## src/rtl/tsg_pkg.sv

```systemverilog
package tsg_pkg;

    typedef enum logic [1:0] {
        GS_IDLE  = 2'd0,
        GS_HOLD  = 2'd1,
        GS_GRANT = 2'd2
    } gate_state_t;

endpackage

```

## src/rtl/tsg_thr_reg.sv

```systemverilog
module tsg_thr_reg #(
    parameter int WORD_W  = 32,
    parameter int THR_W   = 8,
    parameter int THR_LSB = 14
) (
    input  logic              clk,
    input  logic              rst_n,
    input  logic              we,
    input  logic [WORD_W-1:0] word,
    output logic [THR_W-1:0]  thr
);

    localparam int THR_MSB = THR_LSB + THR_W - 1;

    logic unused_cfg_bits;
    assign unused_cfg_bits = ^{word[WORD_W-1:THR_MSB+1], word[THR_LSB-1:0]};

    always_ff @(posedge clk) begin
        if (!rst_n) begin
            thr <= '0;
        end else if (we) begin
            thr <= word[THR_MSB:THR_LSB];
        end
    end

    // the written field lands in the register one edge later
    assert_field_load_R2: assert property (@(posedge clk) disable iff (!rst_n)
        we |=> (thr == $past(word[THR_MSB:THR_LSB])));

    // without a write the threshold keeps its value
    assert_field_kept_R2: assert property (@(posedge clk) disable iff (!rst_n)
        !we |=> $stable(thr));

endmodule

```

## src/rtl/tsg_ready.sv

```systemverilog
module tsg_ready #(
    parameter int OCC_W      = 11,
    parameter int THR_W      = 8,
    parameter int UNIT_SHIFT = 3
) (
    input  logic [THR_W-1:0] thr,
    input  logic             fast,
    input  logic [OCC_W-1:0] level,
    input  logic             eof,
    input  logic             head,
    output logic             ready
);

    localparam int NEED_W = THR_W + UNIT_SHIFT;
    localparam int CMP_W  = (OCC_W > NEED_W) ? OCC_W : NEED_W;

    logic [CMP_W-1:0] need_bytes;
    logic [CMP_W-1:0] have_bytes;
    logic             cut_through;
    logic             filled;

    generate
        if (OCC_W >= NEED_W) begin : g_level_wide
            assign have_bytes = level;
            assign need_bytes = CMP_W'({thr, {UNIT_SHIFT{1'b0}}});
        end else begin : g_level_narrow
            assign have_bytes = CMP_W'(level);
            assign need_bytes = {thr, {UNIT_SHIFT{1'b0}}};
        end
    endgenerate

    always_comb begin
        cut_through = (thr == '0) || !fast;
        filled      = (have_bytes >= need_bytes);
        ready       = head && (cut_through || eof || filled);
    end

    // a complete frame in the FIFO is always ready
    always_comb begin
        if (head && eof) begin
            assert_eof_override_R5: assert (ready);
        end
    end

endmodule

```

## src/rtl/tsg_fsm.sv

```systemverilog
module tsg_fsm
    import tsg_pkg::*;
(
    input  logic clk,
    input  logic rst_n,
    input  logic head,
    input  logic ready,
    input  logic done,
    output logic start_ok
);

    gate_state_t state_q;
    gate_state_t state_d;

    always_ff @(posedge clk) begin
        if (!rst_n) begin
            state_q <= GS_IDLE;
        end else begin
            state_q <= state_d;
        end
    end

    always_comb begin
        state_d = state_q;
        unique case (state_q)
            GS_IDLE: begin
                if (head && ready) begin
                    state_d = GS_GRANT;
                end else if (head) begin
                    state_d = GS_HOLD;
                end
            end
            GS_HOLD: begin
                if (!head) begin
                    state_d = GS_IDLE;
                end else if (ready) begin
                    state_d = GS_GRANT;
                end
            end
            GS_GRANT: begin
                if (done) begin
                    state_d = GS_IDLE;
                end
            end
            default: state_d = GS_IDLE;
        endcase
    end

    always_comb begin
        start_ok = (state_q == GS_GRANT);
    end

    // a grant is held until the frame is reported sent
    assert_hold_grant_R8: assert property (@(posedge clk) disable iff (!rst_n)
        (start_ok && !done) |=> start_ok);

    // the sent strobe releases the grant
    assert_release_R9: assert property (@(posedge clk) disable iff (!rst_n)
        (start_ok && done) |=> !start_ok);

    // a grant only appears after a ready cycle
    assert_rise_after_ready_R7: assert property (@(posedge clk) disable iff (!rst_n)
        $rose(start_ok) |-> $past(ready));

endmodule

```

## src/rtl/tx_start_gate.sv

```systemverilog
module tx_start_gate #(
    parameter int WORD_W     = 32,
    parameter int THR_W      = 8,
    parameter int THR_LSB    = 14,
    parameter int OCC_W      = 11,
    parameter int UNIT_SHIFT = 3
) (
    input  logic              clk,
    input  logic              rst_n,
    input  logic              cfg_we,
    input  logic [WORD_W-1:0] cfg_word,
    input  logic              port_fast,
    input  logic [OCC_W-1:0]  fifo_level,
    input  logic              eof_in_fifo,
    input  logic              head_valid,
    input  logic              frame_done,
    output logic              start_ok
);

    localparam int NEED_W = THR_W + UNIT_SHIFT;
    localparam int CMP_W  = (OCC_W > NEED_W) ? OCC_W : NEED_W;

    logic [THR_W-1:0] thr;
    logic             ready;

    tsg_thr_reg #(
        .WORD_W  (WORD_W),
        .THR_W   (THR_W),
        .THR_LSB (THR_LSB)
    ) u_thr (
        .clk   (clk),
        .rst_n (rst_n),
        .we    (cfg_we),
        .word  (cfg_word),
        .thr   (thr)
    );

    tsg_ready #(
        .OCC_W      (OCC_W),
        .THR_W      (THR_W),
        .UNIT_SHIFT (UNIT_SHIFT)
    ) u_ready (
        .thr   (thr),
        .fast  (port_fast),
        .level (fifo_level),
        .eof   (eof_in_fifo),
        .head  (head_valid),
        .ready (ready)
    );

    tsg_fsm u_fsm (
        .clk      (clk),
        .rst_n    (rst_n),
        .head     (head_valid),
        .ready    (ready),
        .done     (frame_done),
        .start_ok (start_ok)
    );

    logic [CMP_W-1:0] chk_need;
    logic [CMP_W-1:0] chk_have;
    assign chk_need = CMP_W'(thr) * CMP_W'(2 ** UNIT_SHIFT);
    assign chk_have = CMP_W'(fifo_level);

    // a gated fast port never starts below the byte threshold
    assert_threshold_met_R3: assert property (@(posedge clk) disable iff (!rst_n)
        ($rose(start_ok) && $past(port_fast && !eof_in_fifo && (thr != '0)))
        |-> $past(chk_have >= chk_need));

    // no grant appears without a head frame
    assert_needs_head_R10: assert property (@(posedge clk) disable iff (!rst_n)
        $rose(start_ok) |-> $past(head_valid));

endmodule

```

## config.mk

```make
export PLATFORM = sky130hd
export DESIGN_NAME = tx_start_gate
export DESIGN_NICKNAME = d
export VERILOG_FILES = /design/src/rtl/tsg_pkg.sv /design/src/rtl/tsg_thr_reg.sv /design/src/rtl/tsg_ready.sv /design/src/rtl/tsg_fsm.sv /design/src/rtl/tx_start_gate.sv
export SDC_FILE = /design/constraint.sdc
export NUM_CORES = 1
export LEC_CHECK = 0
export ABC_CLOCK_PERIOD_IN_PS = 1800
export BUFFER_PORTS_ARGS = -buffer_cell sky130_fd_sc_hd__buf_2
export CORE_MARGIN = 2
export CORE_UTILIZATION = 39
export CTS_BUF_LIST = sky130_fd_sc_hd__clkbuf_4 sky130_fd_sc_hd__clkbuf_8
export DETAILED_ROUTE_END_ITERATION = 7
export GPL_TIMING_DRIVEN = 0
export PLACE_DENSITY = 0.86
export SYNTH_ARGS = -nofsm -noshare
export SYNTH_HDL_FRONTEND = slang
export SYNTH_SLANG_ARGS = --single-unit
export TNS_END_PERCENT = 100
```

## constraint.sdc

```tcl
create_clock -name clk -period 1.8 [get_ports clk]
set_input_delay 0.27 -clock clk [delete_from_list [all_inputs] [get_ports clk]]
set_output_delay 0.27 -clock clk [all_outputs]
set_load 0.005 [all_outputs]
```

# Word level (Yosys, flattened, before mapping)
# Cells that the tools add are included.
# word_totals
wordCells	23
output_inout_bits	1
reg_bits	10
inputBits	50
# op_classes
order_cmp	1
reduce_logical	9
mux	6
eq_ne	5
# op_table
cell	n
11-bit greater-or-equal comparator	1
2-bit two-way mux	5
8-bit zero test	1
3-bit by 2-bit inequality test with 1-bit output, second input constant	2
2-bit case mux with 3 select lines	1
1-bit logical OR	3
3-bit AND reduction	1
2-bit by 1-bit == test with 1-bit output, second input constant	1
2-bit == test, second input constant	1
1-bit logical AND	2
2-bit zero test	1
2-bit inequality test, second input constant	1
1-bit zero test	1

# Depth between registers and ports, before layout
# depth
depth_word	8
mapped_depth	6
mapped_depth_nobuf	6

# Cells and area by module
# Synthesis repeated with hierarchy kept, for this count alone.
# hier_totals
cells_unflattened	65
area_unflattened_um2	621.8
# by_module_without_submodules
mod	cells_per_inst	instances	area_each_um2	seq_area_each_um2
tsg_thr_reg	25	1	301.5	160.2
tsg_ready	32	1	242.7	0.0
tsg_fsm	8	1	77.6	40.0

# Worst setup path before layout
# No wires, ideal clock.
# synth_path
path_kind	reg2reg
startpoint	register u_thr.thr[1]
endpoint	register u_fsm.state_q[0]
synth_period_minus_slack_ps	1537
path_stages_with_launch	7
path_slack_ps	263
setup_ps	116
n_path_buf	0
t_required_ps	1684
arrival_time_ps	1422
cell_sequence	dfxtp_1 > inv_1 > ha_1 > nor4b_2 > a221oi_1 > or3_1 > and3_1
# synth_via
elab_chain_cells	8
elab_cells_between_ends	12
cone_classes	1 x order compare; 2 x eq/ne; 2 x mux; 7 x reduce/logical
# synth_lines
element	line_no	rtl
start: declaration	tsg_thr_reg.sv:10	output logic [THR_W-1:0] thr
start signal: assignment	tsg_thr_reg.sv:22	thr <= word[THR_MSB:THR_LSB];
branches (longest 3 deep; another with 11-bit greater-or-equal comparator)	--	
1-bit logical OR (*)	tsg_ready.sv:35	ready = head && (cut_through || eof || filled);
1-bit logical AND (*)	tsg_ready.sv:35	
1-bit logical AND	tsg_fsm.sv:27	if (head && ready) begin
3-bit by 2-bit inequality test with 1-bit output (no line) / 2-bit two-way mux (equally long branches)	--	
3-bit AND reduction (no line) / 2-bit case mux with 3 select lines (equally long branches)	--	
end signal: assignment	tsg_fsm.sv:19	state_q <= state_d;
end: declaration	tsg_fsm.sv:12	gate_state_t state_q;
# Every way passes the cells marked *.
# A chain may end at the register's enable or synchronous reset.

# Worst setup path in the final report
# Same ends and word-level chain as after synthesis.

==> flow_metrics.env <==
export IMPL_status="finished clean"
export IMPL_tightest_slew_ns=0.423
export IMPL_fin_nets=153
export IMPL_grt_pass1_wl_um=2250
export IMPL_yosysSeqAreaShare=0.317
export IMPL_tritoncts="yes"
export IMPL_cp_start_kind="register"
export IMPL_ant_nets=0
export IMPL_io_buffer_count=25
export IMPL_holdCritPathClass="input pin to register"
export IMPL_end_kind="register"
export IMPL_top_layer_used="met4"
export IMPL_max_vdd_ir_drop_mv=0.228
export IMPL_async_flop_share=0
export IMPL_relSlewSlack=0.716
export IMPL_synth_edf_count=0
export IMPL_avgViaCountPerCell=4.98
export IMPL_start_util=0.419
export IMPL_routed_wl_met3_um=99
export IMPL_clk_pin_slew_worst_paths_ns=0.06
export IMPL_synthTopCellsByArea="dfxtp_1 (32%), ha_1 (16%), mux2i_1 (13%)"
export IMPL_grt_max_degree=11
export IMPL_required_ns=1.96
export IMPL_setup_violations_final=0
export IMPL_period_minus_slack_ns=1.70
export IMPL_cts_setup_buffers=0
export IMPL_netlist_area_leader_share=0.317
export IMPL_ys_flop_type="dfxtp_1"
export IMPL_antenna_cells=0
export IMPL_die_height_um=44.2
export IMPL_synth_nets=123
export IMPL_drt_iter0_drc=7
export IMPL_totalWireLength_um=1450
export IMPL_clk_latency_ns=0.26
export IMPL_antenna_found_initial=0
export IMPL_min_period_over_period=0.945
export IMPL_p_per_area_nw_per_um2=693
export IMPL_syn_area_per_cell_sq_um=9.70
export IMPL_drive_gt1_frac=0.362
export IMPL_design_area_sq_um=812
export IMPL_avgRoutedWirePerCell_um=13.1
export IMPL_clockBufferDepth=2
export IMPL_max_cap_violations=0
export IMPL_met2RoutedLength_um=801
export IMPL_fin_setup_tns_ns=0
export IMPL_num_io_pins=51
export IMPL_placed_cell_area_sq_um=776
export IMPL_cts_htree_levels=1
export IMPL_post_route_util=0.539
export IMPL_synth_seq_cells=10
export IMPL_leakagePower_nw=0.403
export IMPL_drc=0
export IMPL_gp_congestion=0.803
export IMPL_slew_violations=0
export IMPL_syn_area_sq_um=631
export IMPL_cts_hold_buf=0
export IMPL_synth_warnings=0
export IMPL_grt_pass1_vias=541
export IMPL_yosysMostFrequentCell="nor2b_1"
export IMPL_drtPass1Iterations=7
export IMPL_synth_top_area_cell="dfxtp_1"
export IMPL_worst_ep_arrival_time_ns=1.86
export IMPL_cts_buffers=3
export IMPL_numClockSinks=10
export IMPL_dp_final_hpwl_um=1180
export IMPL_die_x_um=44.2
export IMPL_rsz0062_at_grt="false"
export IMPL_ys_types=20
export IMPL_ys_top_cells_by_count="nor2b_1 (11), dfxtp_1 (10), inv_1 (9)"
export IMPL_vias=548
export IMPL_syn2layout_area_growth_pct=28.8
export IMPL_grt_overflow=0
export IMPL_holdWs_ns=0.266
export IMPL_core_area_sq_um=1510
export IMPL_critical_path_class="register to register"
export IMPL_postCtsResizedCells=0
export IMPL_grtUsageTotal=0.162
export IMPL_clockRootBuffer="clkbuf_4"
export IMPL_dieArea_sq_um=1950
export IMPL_finalHoldViolCount=0
export IMPL_wl_met1_um=533
export IMPL_path_max_fanout=3
export IMPL_syn_inst=65
export IMPL_fillCellCount=136
export IMPL_finClkSkew_ns=0.00286
export IMPL_placementRows=14
export IMPL_max_freq_mhz=588
-- power by group --
part           total [mW]  internal (mW)  switching [mW]
Clock               0.202          0.123          0.0788
Combinational       0.118         0.0637          0.0545
Sequential          0.243          0.234         0.00904
Total               0.563          0.421           0.142
-- metal layers --
metal / GRT usage / vias to the layer above
met5: 0 / -
met4: 0.0545 / 0
met3: 0.0490 / 2
met2: 0.326 / 20
met1: 0.149 / 239
li1: - / 287
-- through the flow --
stage               setup slack [ns]  std cells  power, mW
floorplan                      0.263         65      0.316
global placement               0.176        106      0.356
detailed placement             0.124        106      0.366
CTS                            0.113        110      0.569
global route                 0.00625        110      0.594
finish                        0.0998        110      0.563
-- area by class of cell --
class,count,area (sq um),share of cell area
flip-flops and latches,10,200,0.247
clock buffers,4,36.3,0.0447
plain buffers,1,5.00,0.00616
well taps,16,20.0,0.0247
inverters,9,33.8,0.0416
multi-input cells,45,392,0.482
repair buffers,25,125,0.154
-- worst max-delay path, cell delays in order, from the launching register on --
cell and delay [ns]:
dfxtp_1 0.35, inv_1 0.05, ha_1 0.28, nor4b_2 0.23, a221oi_1 0.11, or3_1 0.39
and3_1 0.18
-- state kept, by name (all words and copies together), names as in the netlist --
| name | cells |
|---|---|
| u_thr.thr | 8 |
| u_fsm.state_q | 2 |
-- kinds of logic (layout without fill, tap and decap cells) --
kind of cell / Yosys count / in the layout / synth area share
flip-flops: 10 / 10 / 0.317
multiplexers: 8 / 8 / 0.127
AO/OA/AOI/OAI: 7 / 7 / 0.103
buffers and inverters: 10 / 39 / 0.0615
adder cells (fa/ha/maj): 8 / 8 / 0.159
AND/OR/NAND/NOR: 22 / 22 / 0.232
-- cell usage in the layout (no fill, tap or decap) --
| cell | instances |
|---|---|
| a21o_1 | 2 |
| a21oi_1 | 1 |
| a221oi_1 | 1 |
| a221oi_2 | 1 |
| a41oi_2 | 1 |
| and3_1 | 2 |
| buf_2 | 26 |
| clkbuf_4 | 3 |
| clkbuf_8 | 1 |
| dfxtp_1 | 10 |
| ha_1 | 8 |
| inv_1 | 9 |
| mux2i_1 | 8 |
| nand2b_1 | 1 |
| nand3_1 | 2 |
| nor2b_1 | 11 |
| nor4_1 | 2 |
| nor4b_2 | 1 |
| o21ai_0 | 1 |
| or2_2 | 1 |
| or3_1 | 1 |
| or3b_1 | 1 |
-- path summary, 6_finish.rpt --
| path | end | slack, ns | start | cells past startpoint |
|---|---|---|---|---|
| max | u_fsm.state_q[0]$_SDFFE_PN0P_ | 0.1 | u_thr.thr[1]$_SDFFE_PN0P_ | 6 |
| min | u_thr.thr[1]$_SDFFE_PN0P_ | 0.27 | cfg_word[15] | 3 |
| max reg2reg | u_fsm.state_q[0]$_SDFFE_PN0P_ | 0.1 | u_thr.thr[1]$_SDFFE_PN0P_ | 6 |
| min reg2reg | u_thr.thr[1]$_SDFFE_PN0P_ | 0.54 | u_thr.thr[1]$_SDFFE_PN0P_ | 2 |
Note: power is estimated with default switching activity, not from simulation.
